**src/rtl/dmah_pkg.sv**
```systemverilog
package dmah_pkg;

    typedef enum logic [1:0] {
        ST_IDLE = 2'd0,
        ST_REQ  = 2'd1,
        ST_GAP  = 2'd2,
        ST_DONE = 2'd3
    } dma_st_e;

    localparam logic [7:0] CFG_WR_ADDR = 8'hA1;
    localparam logic [7:0] TC_WR_ADDR  = 8'hA2;
    localparam logic [7:0] CFG_RD_ADDR = 8'h21;
    localparam logic [7:0] TC_RD_ADDR  = 8'h22;

    localparam int CFG_W     = 4;
    localparam int CFG_EN    = 0;
    localparam int CFG_DIR   = 1;
    localparam int CFG_CSEL  = 2;
    localparam int CFG_BURST = 3;

endpackage

```
**src/rtl/dmah_regs.sv**
```systemverilog
module dmah_regs
    import dmah_pkg::*;
#(
    parameter int AW = 8,
    parameter int DW = 16
) (
    input  logic              clk,
    input  logic              rst_n,
    input  logic              reg_wr_i,
    input  logic [AW-1:0]     reg_waddr_i,
    input  logic [DW-1:0]     reg_wdata_i,
    input  logic [AW-1:0]     reg_raddr_i,
    output logic [DW-1:0]     reg_rdata_o,
    output logic [CFG_W-1:0]  cfg_o,
    output logic [DW-1:0]     tcount_o,
    output logic              arm_o,
    output logic              disarm_o
);

    typedef struct packed {
        logic [CFG_W-1:0] cfg;
        logic [DW-1:0]    tc;
    } regs_t;

    regs_t r_d, r_q;
    logic  cfg_hit;
    logic  tc_hit;

    always_comb begin
        r_d     = r_q;
        cfg_hit = reg_wr_i && (reg_waddr_i == AW'(CFG_WR_ADDR));
        tc_hit  = reg_wr_i && (reg_waddr_i == AW'(TC_WR_ADDR));
        if (cfg_hit) r_d.cfg = reg_wdata_i[CFG_W-1:0];
        if (tc_hit)  r_d.tc  = reg_wdata_i;
        arm_o    = cfg_hit && reg_wdata_i[CFG_EN];
        disarm_o = cfg_hit && !reg_wdata_i[CFG_EN];
        if (reg_raddr_i == AW'(CFG_RD_ADDR))
            reg_rdata_o = DW'(r_q.cfg);
        else if (reg_raddr_i == AW'(TC_RD_ADDR))
            reg_rdata_o = r_q.tc;
        else
            reg_rdata_o = '0;
    end

    always_ff @(posedge clk or negedge rst_n) begin
        if (!rst_n) r_q <= '0;
        else        r_q <= r_d;
    end

    assign cfg_o    = r_q.cfg;
    assign tcount_o = r_q.tc;

    p_cfg_load_r2: assert property (@(posedge clk) disable iff (!rst_n)
        (reg_wr_i && reg_waddr_i == AW'(CFG_WR_ADDR))
        |=> (cfg_o == $past(reg_wdata_i[CFG_W-1:0])));

endmodule

```
**src/rtl/dmah_buf.sv**
```systemverilog
module dmah_buf #(
    parameter int DW    = 16,
    parameter int DEPTH = 64,
    localparam int PW   = $clog2(DEPTH)
) (
    input  logic          clk,
    input  logic          we_i,
    input  logic [PW-1:0] addr_i,
    input  logic [DW-1:0] wdata_i,
    output logic [DW-1:0] rdata_o
);

    logic [DW-1:0] mem_q [DEPTH];

    always_ff @(posedge clk) begin
        if (we_i) mem_q[addr_i] <= wdata_i;
    end

    assign rdata_o = mem_q[addr_i];

endmodule

```
**src/rtl/dmah_seq.sv**
```systemverilog
module dmah_seq
    import dmah_pkg::*;
#(
    parameter int DW        = 16,
    parameter int DEPTH     = 64,
    parameter int BURST_LEN = 4,
    localparam int PW       = $clog2(DEPTH),
    localparam int BW       = $clog2(BURST_LEN + 1)
) (
    input  logic             clk,
    input  logic             rst_n,
    input  logic [CFG_W-1:0] cfg_i,
    input  logic [DW-1:0]    tcount_i,
    input  logic             arm_i,
    input  logic             disarm_i,
    input  logic             dack_n_i,
    input  logic             rd_n_i,
    input  logic             wr_n_i,
    input  logic             eot_ext_i,
    output logic             dreq_o,
    output logic             done_o,
    output logic             buf_we_o,
    output logic [PW-1:0]    ptr_o
);

    typedef struct packed {
        dma_st_e       st;
        logic [DW-1:0] byte_cnt;
        logic [PW-1:0] ptr;
        logic [BW-1:0] bcnt;
        logic          done;
        logic          strb_prev;
    } seq_t;

    seq_t          s_d, s_q;
    logic          strb_now;
    logic          move;
    logic          active;
    logic          int_eot;
    logic          ext_eot;
    logic [DW-1:0] cnt_nx;
    logic [BW-1:0] bcnt_nx;
    logic [BW-1:0] blen;

    always_comb begin
        s_d         = s_q;
        strb_now    = cfg_i[CFG_DIR] ? !wr_n_i : !rd_n_i;
        s_d.strb_prev = strb_now;
        active      = (s_q.st == ST_REQ) || (s_q.st == ST_GAP);
        move        = (s_q.st == ST_REQ) && !dack_n_i && strb_now
                      && !s_q.strb_prev && !arm_i && !disarm_i;
        cnt_nx      = s_q.byte_cnt + DW'(2);
        bcnt_nx     = s_q.bcnt + BW'(1);
        blen        = cfg_i[CFG_BURST] ? BW'(BURST_LEN) : BW'(1);
        int_eot     = move && cfg_i[CFG_CSEL] && (cnt_nx == tcount_i);
        ext_eot     = !cfg_i[CFG_CSEL] && eot_ext_i;

        if (arm_i) begin
            s_d.st       = ST_REQ;
            s_d.byte_cnt = '0;
            s_d.ptr      = '0;
            s_d.bcnt     = '0;
            s_d.done     = 1'b0;
        end else if (disarm_i) begin
            s_d.st = ST_IDLE;
        end else if (active) begin
            if (move) begin
                s_d.ptr      = s_q.ptr + PW'(1);
                s_d.byte_cnt = cnt_nx;
                if (bcnt_nx == blen) begin
                    s_d.bcnt = '0;
                    s_d.st   = ST_GAP;
                end else begin
                    s_d.bcnt = bcnt_nx;
                end
            end
            if (int_eot || ext_eot) begin
                s_d.st   = ST_DONE;
                s_d.done = 1'b1;
            end else if ((s_q.st == ST_GAP) && dack_n_i) begin
                s_d.st = ST_REQ;
            end
        end
    end

    always_ff @(posedge clk or negedge rst_n) begin
        if (!rst_n) begin
            s_q           <= '0;
            s_q.st        <= ST_IDLE;
        end else begin
            s_q <= s_d;
        end
    end

    assign dreq_o   = (s_q.st == ST_REQ);
    assign done_o   = s_q.done;
    assign buf_we_o = move && cfg_i[CFG_DIR];
    assign ptr_o    = s_q.ptr;

    p_arm_clear_r3: assert property (@(posedge clk) disable iff (!rst_n)
        arm_i |=> (dreq_o && !done_o && ptr_o == '0));

    p_disarm_drop_r3: assert property (@(posedge clk) disable iff (!rst_n)
        disarm_i |=> !dreq_o);

    p_single_drop_r6: assert property (@(posedge clk) disable iff (!rst_n)
        (move && !cfg_i[CFG_BURST]) |=> !dreq_o);

    p_burst_hold_r7: assert property (@(posedge clk) disable iff (!rst_n)
        (move && cfg_i[CFG_BURST] && !int_eot && !ext_eot
         && (s_q.bcnt != BW'(BURST_LEN - 1))) |=> dreq_o);

    p_int_end_r8: assert property (@(posedge clk) disable iff (!rst_n)
        (move && cfg_i[CFG_CSEL] && (s_q.byte_cnt + DW'(2) == tcount_i))
        |=> (done_o && !dreq_o));

    p_ext_end_r9: assert property (@(posedge clk) disable iff (!rst_n)
        (dreq_o && !cfg_i[CFG_CSEL] && eot_ext_i && !arm_i && !disarm_i)
        |=> (done_o && !dreq_o));

    p_done_frozen_r10: assert property (@(posedge clk) disable iff (!rst_n)
        (done_o && !arm_i) |=> (done_o && $stable(ptr_o) && !$past(buf_we_o)));

endmodule

```
**src/rtl/dmah_ctrl.sv**
```systemverilog
module dmah_ctrl
    import dmah_pkg::*;
#(
    parameter int DW        = 16,
    parameter int DEPTH     = 64,
    parameter int BURST_LEN = 4,
    parameter int RAW       = 8
) (
    input  logic           clk,
    input  logic           rst_n,
    input  logic           reg_wr,
    input  logic [RAW-1:0] reg_waddr,
    input  logic [DW-1:0]  reg_wdata,
    input  logic [RAW-1:0] reg_raddr,
    output logic [DW-1:0]  reg_rdata,
    output logic           dreq,
    input  logic           dack_n,
    input  logic           rd_n,
    input  logic           wr_n,
    input  logic           eot_ext,
    input  logic [DW-1:0]  din,
    output logic [DW-1:0]  dout,
    output logic           done
);

    localparam int PW = $clog2(DEPTH);

    logic [CFG_W-1:0] cfg;
    logic [DW-1:0]    tcount;
    logic             arm;
    logic             disarm;
    logic             buf_we;
    logic [PW-1:0]    ptr;

    dmah_regs #(.AW(RAW), .DW(DW)) u_regs (
        .clk         (clk),
        .rst_n       (rst_n),
        .reg_wr_i    (reg_wr),
        .reg_waddr_i (reg_waddr),
        .reg_wdata_i (reg_wdata),
        .reg_raddr_i (reg_raddr),
        .reg_rdata_o (reg_rdata),
        .cfg_o       (cfg),
        .tcount_o    (tcount),
        .arm_o       (arm),
        .disarm_o    (disarm)
    );

    dmah_seq #(.DW(DW), .DEPTH(DEPTH), .BURST_LEN(BURST_LEN)) u_seq (
        .clk       (clk),
        .rst_n     (rst_n),
        .cfg_i     (cfg),
        .tcount_i  (tcount),
        .arm_i     (arm),
        .disarm_i  (disarm),
        .dack_n_i  (dack_n),
        .rd_n_i    (rd_n),
        .wr_n_i    (wr_n),
        .eot_ext_i (eot_ext),
        .dreq_o    (dreq),
        .done_o    (done),
        .buf_we_o  (buf_we),
        .ptr_o     (ptr)
    );

    dmah_buf #(.DW(DW), .DEPTH(DEPTH)) u_buf (
        .clk     (clk),
        .we_i    (buf_we),
        .addr_i  (ptr),
        .wdata_i (din),
        .rdata_o (dout)
    );

    p_reset_idle_r1: assert property (@(posedge clk) disable iff (!rst_n)
        $rose(rst_n) |-> (!dreq && !done));

endmodule

```
**config.mk**
```make
export PLATFORM = sky130hd
export DESIGN_NAME = dmah_ctrl
export DESIGN_NICKNAME = d
export VERILOG_FILES = /design/src/rtl/dmah_pkg.sv /design/src/rtl/dmah_regs.sv /design/src/rtl/dmah_buf.sv /design/src/rtl/dmah_seq.sv /design/src/rtl/dmah_ctrl.sv
export SDC_FILE = /design/constraint.sdc
export NUM_CORES = 1
export LEC_CHECK = 0
export ABC_AREA = 0
export BUFFER_PORTS_ARGS = -buffer_cell sky130_fd_sc_hd__buf_2
export CAP_MARGIN = 15
export CORE_ASPECT_RATIO = 0.75
export CORE_UTILIZATION = 50
export DETAILED_ROUTE_END_ITERATION = 8
export PLACE_DENSITY = 0.66
export SLEW_MARGIN = 10
export SYNTH_ARGS = -nofsm -noshare
export SYNTH_HDL_FRONTEND = slang
export SYNTH_SLANG_ARGS = --single-unit
```
**constraint.sdc**
```tcl
create_clock -name clk -period 3.85 [get_ports clk]
set_input_delay 0.1925 -clock clk [delete_from_list [all_inputs] [get_ports clk]]
set_output_delay 0.1925 -clock clk [all_outputs]
set_load 0.05 [all_outputs]
```
; Word level (Yosys, flattened, before mapping)
; Memory sizes are Yosys's and may differ from the RTL's.
; Cells that the tools add are included.
; W data, S select, Z words.
[totals]
regBits = 49
ram_bits = 1024
memories = 1
out_inout_bits = 34
word_cells = 70
[op_classes]
eq_ne = 9
addsub = 3
muxes = 16
n_reduce_logical = 33
[memory_table]
columns = memory, words, width, read_ports, rd_clocked_by_memory_dff, wr, line
row1 = u_buf.mem_q, 64, 16, 1, 0, 1, dmah_buf.sv:13  ; logic [DW-1:0] mem_q [DEPTH];
[op_table]
columns = cell, count
row1 = $mux W28, 2
row2 = $mux W16, 2
row3 = $mux W27, 1
row4 = $mux W26, 1
row5 = $add A16 B2 Y16 const B, 1
row6 = $eq A16 B16 Y1, 1
row7 = $eq A8 B6 Y1 const B, 2
row8 = $eq A8 B8 Y1 const B, 2
row9 = $logic_and A1 B1 Y1, 14
row10 = $reduce_bool A5 Y1, 2
row11 = $reduce_and A3 Y1, 3
row12 = $logic_not A1 Y1, 8
row13 = $mux W2, 4
row14 = $add A6 B1 Y6 const B, 1
row15 = $mux W3, 2
row16 = $reduce_bool A2 Y1, 3
row17 = $mux W1, 4
row18 = $add A3 B1 Y3 const B, 1
row19 = $eq A3 B3 Y1, 1
row20 = $reduce_bool A3 Y1, 1
row21 = $eq A2 B1 Y1 const B, 1
row22 = $eq A2 B2 Y1 const B, 1
row23 = $logic_or A1 B1 Y1, 2
row24 = $ne A2 B1 Y1 const B, 1

; Longest topological paths before layout
; Gate-level depths: netlist of run 1.
[depth]
depth_word = 13
ltp_mapped = 11
depth_no_buf = 9

; Cells and area by module
; From an unflattened synthesis of run 1, not the netlist that was laid out.
[unflattened]
cells_unflattened = 2587
hier_area_um2 = 42340.6
[by_module_without_submodules]
columns = mod, area_each_um2, seq_area_each_um2, cells_each, instances
row1 = dmah_buf, 39160.1, 30749.5, 2248, 1
row2 = dmah_seq, 2184.6, 700.7, 264, 1
row3 = dmah_regs, 996.0, 500.5, 75, 1

; Worst setup path before layout of run 1
; No wires, ideal clock.
[synth_timing]
path_type = reg-to-reg
startpoint = register u_seq.s_q[28] in the netlist's numbering
endpoint = memory u_buf.mem_q[13][0] (enable)
stages_incl_launch_ff = 9
period_less_slack_ps = 2868
setup_slack_ps = 982
t_required_ps = 3462
setup_time_ps = 388
arrival_time_ps = 2480
cell_sequence = dfrtp_1 > inv_1 > ha_1 > nand2b_1 > nor3_1 > and3_1 > clkbuf_1 > nand2_1 > nor2_1
[synth_via]
elab_chain_len = 9
[synth_lines]
columns = element, line
row1 = "start, declared", dmah_seq.sv:35  ; seq_t s_d, s_q;
row2 = $eq A2 B1 Y1, --
row3 = via dreq, dmah_ctrl.sv:16  ; output logic dreq,
row4 = $logic_and A1 B1 Y1 (2 in series), dmah_seq.sv:50  ; move = (s_q.st == ST_REQ) && !dack_n_i && strb_now
row5 = $logic_and A1 B1 Y1 (3 in series), dmah_seq.sv:51  ; && !s_q.strb_prev && !arm_i && !disarm_i;
row6 = $logic_and A1 B1 Y1, dmah_seq.sv:97  ; assign buf_we_o = move && cfg_i[CFG_DIR];
row7 = $mux W1, dmah_buf.sv:16  ; if (we_i) mem_q[addr_i] <= wdata_i;
row8 = $mux W1 (not written as such), dmah_buf.sv:16
row9 = "end, declared", dmah_buf.sv:13
; The timed path passes the listed nets, and every way through them passes these cells.

; Final worst setup path of run 1
[layout_timing]
startpoint = register u_seq.s_q, in the netlist u_seq.ptr_o[1]
endpoint = output port dout[11]
[layout_via]
elab_chain_len = 1
[layout_lines]
columns = element, line
row1 = $mem_v2 Z64 W16, --
row2 = "end, declared", dmah_ctrl.sv:22  ; output logic [DW-1:0] dout,
; Every way passes these cells.

==> impl_metrics.py, run 1 <==
metrics = {
    "setup_path": {
        "slowest_delay_ps": 580,
        "rr_worst_depth": 6,
        "worstPathCellList": "nor3b_4, buf_12, buf_4, a221oi_1, a31oi_1, nor4_2, o211ai_1, buf_4",
        "start_kind": "register",
        "critPathKind": "register to output port",
        "ff2ff_setup_slack_ps": 620,
        "crit_buf_inv": 3,
        "cp-startpoint": "u_seq.ptr_o[1]",
        "cp.arrival_ps": 3650,
        "crit_required_ps": 3660,
        "crit_fanout": 37,
        "path_common_cell": "buf_4",
        "r2r_start": "u_regs.cfg_o[1]",
        "worstSetupEndpointType": "output port",
        "slowest_stage": "dfrtp_4",
        "critPathTopFamily": "compound AO/OA/AOI/OAI gates",
        "worstReg2RegEnd": "u_buf.mem_q[56][15]",
    },
    "timing": {
        "rsz0062_at_grt": "yes",
        "clock_skew_ps": 24.8,
        "slew_headroom": 0.220,
        "timing.final.crit_share": 0.997,
        "period_minus_slack_ps": 3840,
        "holdWs_ps": 45.2,
        "layout_setup_ws_ps": 11.0,
        "setup_viol": 0,
        "drv_slew": 0,
        "worst_pin_slew_ps": 1170,
        "totalNegativeSetupSlack_ps": 0,
        "hold_viol_final": 0,
        "clock.fmax_mhz": 260,
    },
    "pwr": {
        "vdd_drop_max_mv": 0.514,
        "powerDensity_mw_per_mm2": 609,
        "leakage_nw": 15.0,
    },
    "synthesis": {
        "ys_seq_area_frac": 0.800,
        "synth_most_common_cell": "edfxtp_1",
        "ys_ff_latch": 1072,
        "yosysWarnings": 0,
        "synth_cell_type_count": 61,
        "yosys.area.top_type": "edfxtp_1",
        "synthCells": 2262,
        "synthFlopType": "edfxtp_1",
        "synthTopCellsByArea": "edfxtp_1, a22oi_1, dfrtp_1",
        "ys_async_sr_fraction": 0.0448,
        "synth_nets": 2322,
        "synthesis.area_mm2": 0.0399,
        "postSynthAreaPerCell_um2": 17.7,
        "synthTopCellsByCount": "edfxtp_1, a22oi_1, a22o_1",
        "yosys.area.top_type_share": 0.770,
        "synth_edf_count": 1024,
    },
    "die": {
        "core_region_area_mm2": 0.0788,
        "io_pins": 89,
        "start_util": 0.506,
        "die_area_mm2": 0.0810,
        "die_y_um": 247,
        "fp-row-count": 89,
        "die_w_um": 328,
    },
    "routing": {
        "ant_nets": 0,
        "drtIter0Drc": 3642,
        "vias_per_cell": 6.64,
        "drc": 0,
        "dr.pass1.iters": 5,
        "routed-via-count": 24308,
        "wirelength_um": 114000,
        "avgRoutedWirePerCell_um": 31.2,
    },
    "grt": {
        "grt_pass1_vias": 22907,
        "grt_max_degree": 65,
        "antenna_found_initial": 3,
        "track_usage": 0.282,
        "grt_pass1_wl_um": 163000,
        "overflow": 0,
    },
    "cts": {
        "clkTransAtPathRegs_ps": 70,
        "cts.sinks": 1072,
        "cts_max_level": 3,
        "clk_latency_ps": 670,
        "clockRootBuffer": "clkbuf_16",
        "cts_buffers": 97,
        "tritoncts": "yes",
        "clock_path_buffers": 3,
    },
    "cells_and_area": {
        "area_growth_pct": 16.6,
        "finalNetCount": 2592,
        "nFillCells": 5756,
        "fin_area_mm2": 0.0466,
        "final_util": 0.590,
        "drive_above_1_share": 0.195,
    },
    "min_path": {
        "hold_class": "input port to register",
        "min_path_cells": 1,
        "min_to": "u_buf.mem_q[55][4]",
        "worstHoldStart": "din[4]",
    },
    "place": {
        "placed_area_mm2": 0.0427,
        "dp_hpwl_um": 66500,
        "io_buffers": 88,
        "place_ws_ps": 119,
        "gp_congestion": 0.857,
    },
    "flow_run": {
        "maxCapViolations": 0,
    },
    "run_status": {
        "status": "finished, final reports clean",
    },
}
[power breakdown]
part	switching, W	internal (W)	total [W]
logic	0.00368	0.00192	0.00560
registers	0.000182	0.0129	0.0130
clock network	0.00424	0.00549	0.00973
total	0.00810	0.0203	0.0284
[sequential cells by signal, summed over array words and instances, names as in the netlist]
register and flops:
u_buf.mem_q 1024, u_regs.cfg_o 4, u_seq.s_q 21, u_seq.done_o 1
u_regs.tcount_o 16, u_seq.ptr_o 6
[cells in the final DEF, fill, tap and decap left out, types with 7 or more instances in the layout]
cell type / netlist / layout
clkinv_1: 0 / 20
nor2_1: 87 / 85
a22o_1: 120 / 120
nor4_1: 31 / 16
and3_1: 8 / 7
a21oi_1: 24 / 24
nand3_1: 18 / 18
buf_12: 0 / 16
buf_4: 5 / 194
dfrtp_1: 48 / 45
and2_1: 14 / 14
nor4_2: 0 / 12
a31oi_2: 0 / 9
a22oi_1: 280 / 280
clkinv_2: 0 / 16
dlygate4sd3_1: 0 / 29
nand4_1: 17 / 17
a221oi_1: 117 / 111
xnor2_1: 16 / 16
buf_2: 58 / 84
clkinvlp_4: 0 / 8
edfxtp_1: 1024 / 1024
xor2_1: 9 / 9
a31oi_1: 117 / 108
mux2_2: 16 / 16
nand2_1: 54 / 54
bufinv_16: 0 / 8
clkbuf_1: 72 / 16
o21ai_0: 17 / 17
or3_1: 8 / 8
clkbuf_16: 0 / 104
[through the flow]
stage                     cells  power (W)
after floorplan            2262     0.0163
after global placement     3443     0.0185
after detailed placement   3443     0.0186
after CTS                  3655     0.0282
after global routing       3658     0.0292
final                      3660     0.0284
[worst reg2reg max path, cell delays in order, from the launching register on]
cell and delay [ps]:
dfrtp_1 420, mux2_4 340, nor3_1 270, and3_1 490, nand2_1 540, nor2_1 580, buf_4 290
[worst max-delay path by stage]
stage	cells after the start	endpoint	slack [ps]
final	8	dout[11]	10
after global placement	9	dout[9]	130
after detailed placement	9	dout[9]	120
after CTS	9	dout[12]	4
after global routing	10	dout[12]	-50
after floorplan	8	u_buf.mem_q[13][0]	980
[per-layer routing]
layer  up-vias  track usage  wire, µm
met5         -            0        34
met4         4       0.0781      2860
li1      10023            -         -
met1     12442        0.430     46000
met2      1644        0.409     50700
met3       195       0.0604     14700
[timing repair]
item	4_1_cts	5_1_grt
hold buffers	29	0
buffers inserted	2	3
gates resized for setup	24	22
pin swaps	4	3
cloned	2	0
setup endpoints to repair	16	15
endpoints found under the hold margin	126	0
[cell families after synthesis]
group | count (synthesis) | share of synthesized area
xor+xnor | 25 | 0.00548
simple gates | 286 | 0.0373
buf+inv | 160 | 0.0175
compound gates | 696 | 0.133
mux | 18 | 0.00514
fa+ha+maj | 5 | 0.00157
flops | 1072 | 0.800
[layout make-up]
type                    instances  area, µm²  area share
repair buffers                324       2490      0.0536
flip-flops and latches       1072      32000       0.686
inverters                       5       18.8    0.000403
multi-input cells            1032       7570       0.163
clock buffers                 122       2690      0.0578
diodes                          2       5.00    0.000108
clock inverters                57        507      0.0109
well taps                    1046       1310      0.0281
(Power assumes the default switching activity.)
==> run 2, diff against run 1 <==
PLACE_DENSITY = 0.63   (was 0.66)
==> run 2 against run 1 <==
  * The run now ends with design-rule violations left
  * Final area hardly changed
  * Worst setup slack worse by 7.4 ps
  * Global-route usage is 0.059 points higher
  * Register-to-register slack better by 140 ps
  * Critical path depth is 2 higher
  * Critical endpoint is now dout[8]
  * Critical path type unchanged
  * Clock-buffer cell count is 3 higher
  * Hold slack better by 41 ps
==> impl_metrics.py, run 2 (synthesized netlist as in run 1, its figures left out) <==
metrics = {
    "routing": {
        "wirelength_um": 115000,
        "drc": 2,
        "avgRoutedWirePerCell_um": 31.3,
        "vias_per_cell": 6.58,
        "routed-via-count": 24071,
        "dr.pass1.iters": 8,
        "drtIter0Drc": 3631,
        "ant_nets": 0,
    },
    "setup_path": {
        "path_common_cell": "buf_4",
        "start_kind": "register",
        "critPathKind": "register to output port",
        "worstSetupEndpointType": "output port",
        "slowest_stage": "dfrtp_4",
        "crit_fanout": 18,
        "cp-startpoint": "u_seq.ptr_o[2]",
        "r2r_start": "u_seq.s_q[28]",
        "ff2ff_setup_slack_ps": 760,
        "slowest_delay_ps": 580,
        "crit_required_ps": 3660,
        "cp.arrival_ps": 3650,
        "worstPathCellList": "and3b_4, buf_12, a22o_1, a221oi_1, buf_4, a31oi_1, nor4_1, buf_4, nand3_1, buf_2",
    },
    "cts": {
        "tritoncts": "yes",
        "cts_max_level": 3,
        "clk_latency_ps": 670,
        "clkTransAtPathRegs_ps": 60,
        "cts_buffers": 99,
        "cts.sinks": 1072,
        "clock_path_buffers": 3,
        "clockRootBuffer": "clkbuf_16",
    },
    "pwr": {
        "p_sw_w": 0.00800,
        "power.internal_w": 0.0200,
        "netSwitchingFraction": 0.286,
        "vdd_drop_max_mv": 0.400,
        "clkPwrFrac": 0.335,
        "seqPwrFrac": 0.465,
        "leakage_nw": 15.0,
        "combPwrFrac": 0.199,
        "powerDensity_mw_per_mm2": 602,
    },
    "place": {
        "place_ws_ps": 165,
        "gp_congestion": 0.857,
        "dp_hpwl_um": 67300,
        "io_buffers": 88,
    },
    "cells_and_area": {
        "mostFrequentLayoutCells": "edfxtp_1, a22oi_1, buf_4, a22o_1, a221oi_1",
        "area_growth_pct": 16.6,
        "drive_above_1_share": 0.192,
        "largest_reg_flops": 1024,
        "finalNetCount": 2593,
        "regMostFlops": "u_buf.mem_q",
        "final_common_cell": "edfxtp_1",
    },
    "grt": {
        "grt_pass1_vias": 22636,
        "antenna_found_initial": 4,
        "grt_max_degree": 65,
        "overflow": 0,
        "grt_pass1_wl_um": 162000,
        "track_usage": 0.282,
    },
    "die": {
        "start_util": 0.506,
        "die_w_um": 328,
        "fp-row-count": 89,
        "die_area_mm2": 0.0810,
        "die_y_um": 247,
        "core_region_area_mm2": 0.0788,
        "io_pins": 89,
    },
    "timing": {
        "rsz0062_at_grt": "yes",
        "period_minus_slack_ps": 3850,
        "clock_skew_ps": 31.2,
        "timing.final.crit_share": 0.999,
        "layout_setup_ws_ps": 3.68,
        "holdWs_ps": 86.0,
        "hold_viol_final": 0,
        "clock.fmax_mhz": 260,
        "setup_viol": 0,
        "totalNegativeSetupSlack_ps": 0,
        "drv_slew": 0,
        "slew_headroom": 0.347,
        "worst_pin_slew_ps": 974,
    },
    "flow_run": {
        "maxCapViolations": 0,
    },
    "run_status": {
        "status": "finished, violations left",
        "violations": "design-rule violations",
    },
    "min_path": {
        "hold_class": "input port to register",
        "worstHoldStart": "dack_n",
    },
}
## run 2: cell count changes in the layout (fill, tap and decap cells not counted), sizes merged
cell / previous run / this run
diode: 2 / 1
clkbuf: 123 / 125
dlygate4sd3: 29 / 24
clkinvlp: 8 / 4
buf: 294 / 299
inv: 7 / 9
bufinv: 8 / 7
## run 2: final cells by class
class / count / area (µm²)
Fill cell: 5831 / 32300
Sequential cell: 1072 / 32000
Multi-Input combinational cell: 1032 / 7610
Clock buffer: 125 / 2620
Timing Repair Buffer: 323 / 2590
Tap cell: 1046 / 1310
Clock inverter: 54 / 439
Inverter: 5 / 18.8
Antenna cell: 1 / 2.50
## run 2: worst paths after layout
check                      cells after the start            endpoint
setup / recovery                              10             dout[8]
max in group asynchronous                      2      u_seq.ptr_o[2]
min in group asynchronous                      2       u_seq.s_q[25]
setup reg to reg                               8  u_buf.mem_q[48][5]
hold reg to reg                                2     u_regs.cfg_o[0]
hold / removal                                 4       u_seq.s_q[27]
## run 2: stage by stage
stage | area (µm²) | total power (W) | utilization | instances
6_report | 46600 | 0.0280 | 0.590 | 3658
5_1_grt | 46600 | 0.0288 | 0.590 | 3658
4_1_cts | 46300 | 0.0279 | 0.587 | 3643
3_5_place_dp | 42800 | 0.0185 | 0.543 | 3438
3_3_place_gp | 42800 | 0.0185 | 0.543 | 3437
2_1_floorplan | 39900 | 0.0163 | - | 2262
## run 2: layer usage
metal / up-vias / share of wire / track usage
li1: 10024 / - / -
met1: 12256 / 0.41 / 0.418
met2: 1638 / 0.44 / 0.405
met3: 151 / 0.14 / 0.0887
met4: 2 / 0.021 / 0.0710
met5: - / 0.0012 / 0.0157
## run 2: what timing repair did
action                                 4_1_cts  5_1_grt
pin swaps                                    3        9
cloned                                       2        0
endpoints found under the hold margin      103        0
setup endpoints to repair                   15       15
hold buffers                                24        0
resized for setup                           30       24
setup buffers                                0       14
## run 2: critical path, delay by kind of cell (launching register included)
family                 cells  cell delay, ps
AOI/OAI and AO/OA          3             640
buffers and inverters      4             880
DFF                        1             580
and+or+nand+nor            3             860
## run 2: power by group through the flow
stage	Combinational [W]	Sequential (W)	Clock, W
2_1_floorplan	0.00309	0.0132	0
3_3_place_gp	0.00522	0.0132	0
3_5_place_dp	0.00529	0.0133	0
4_1_cts	0.00540	0.0130	0.00950
5_1_grt	0.00583	0.0130	0.00993
6_report	0.00559	0.0130	0.00940
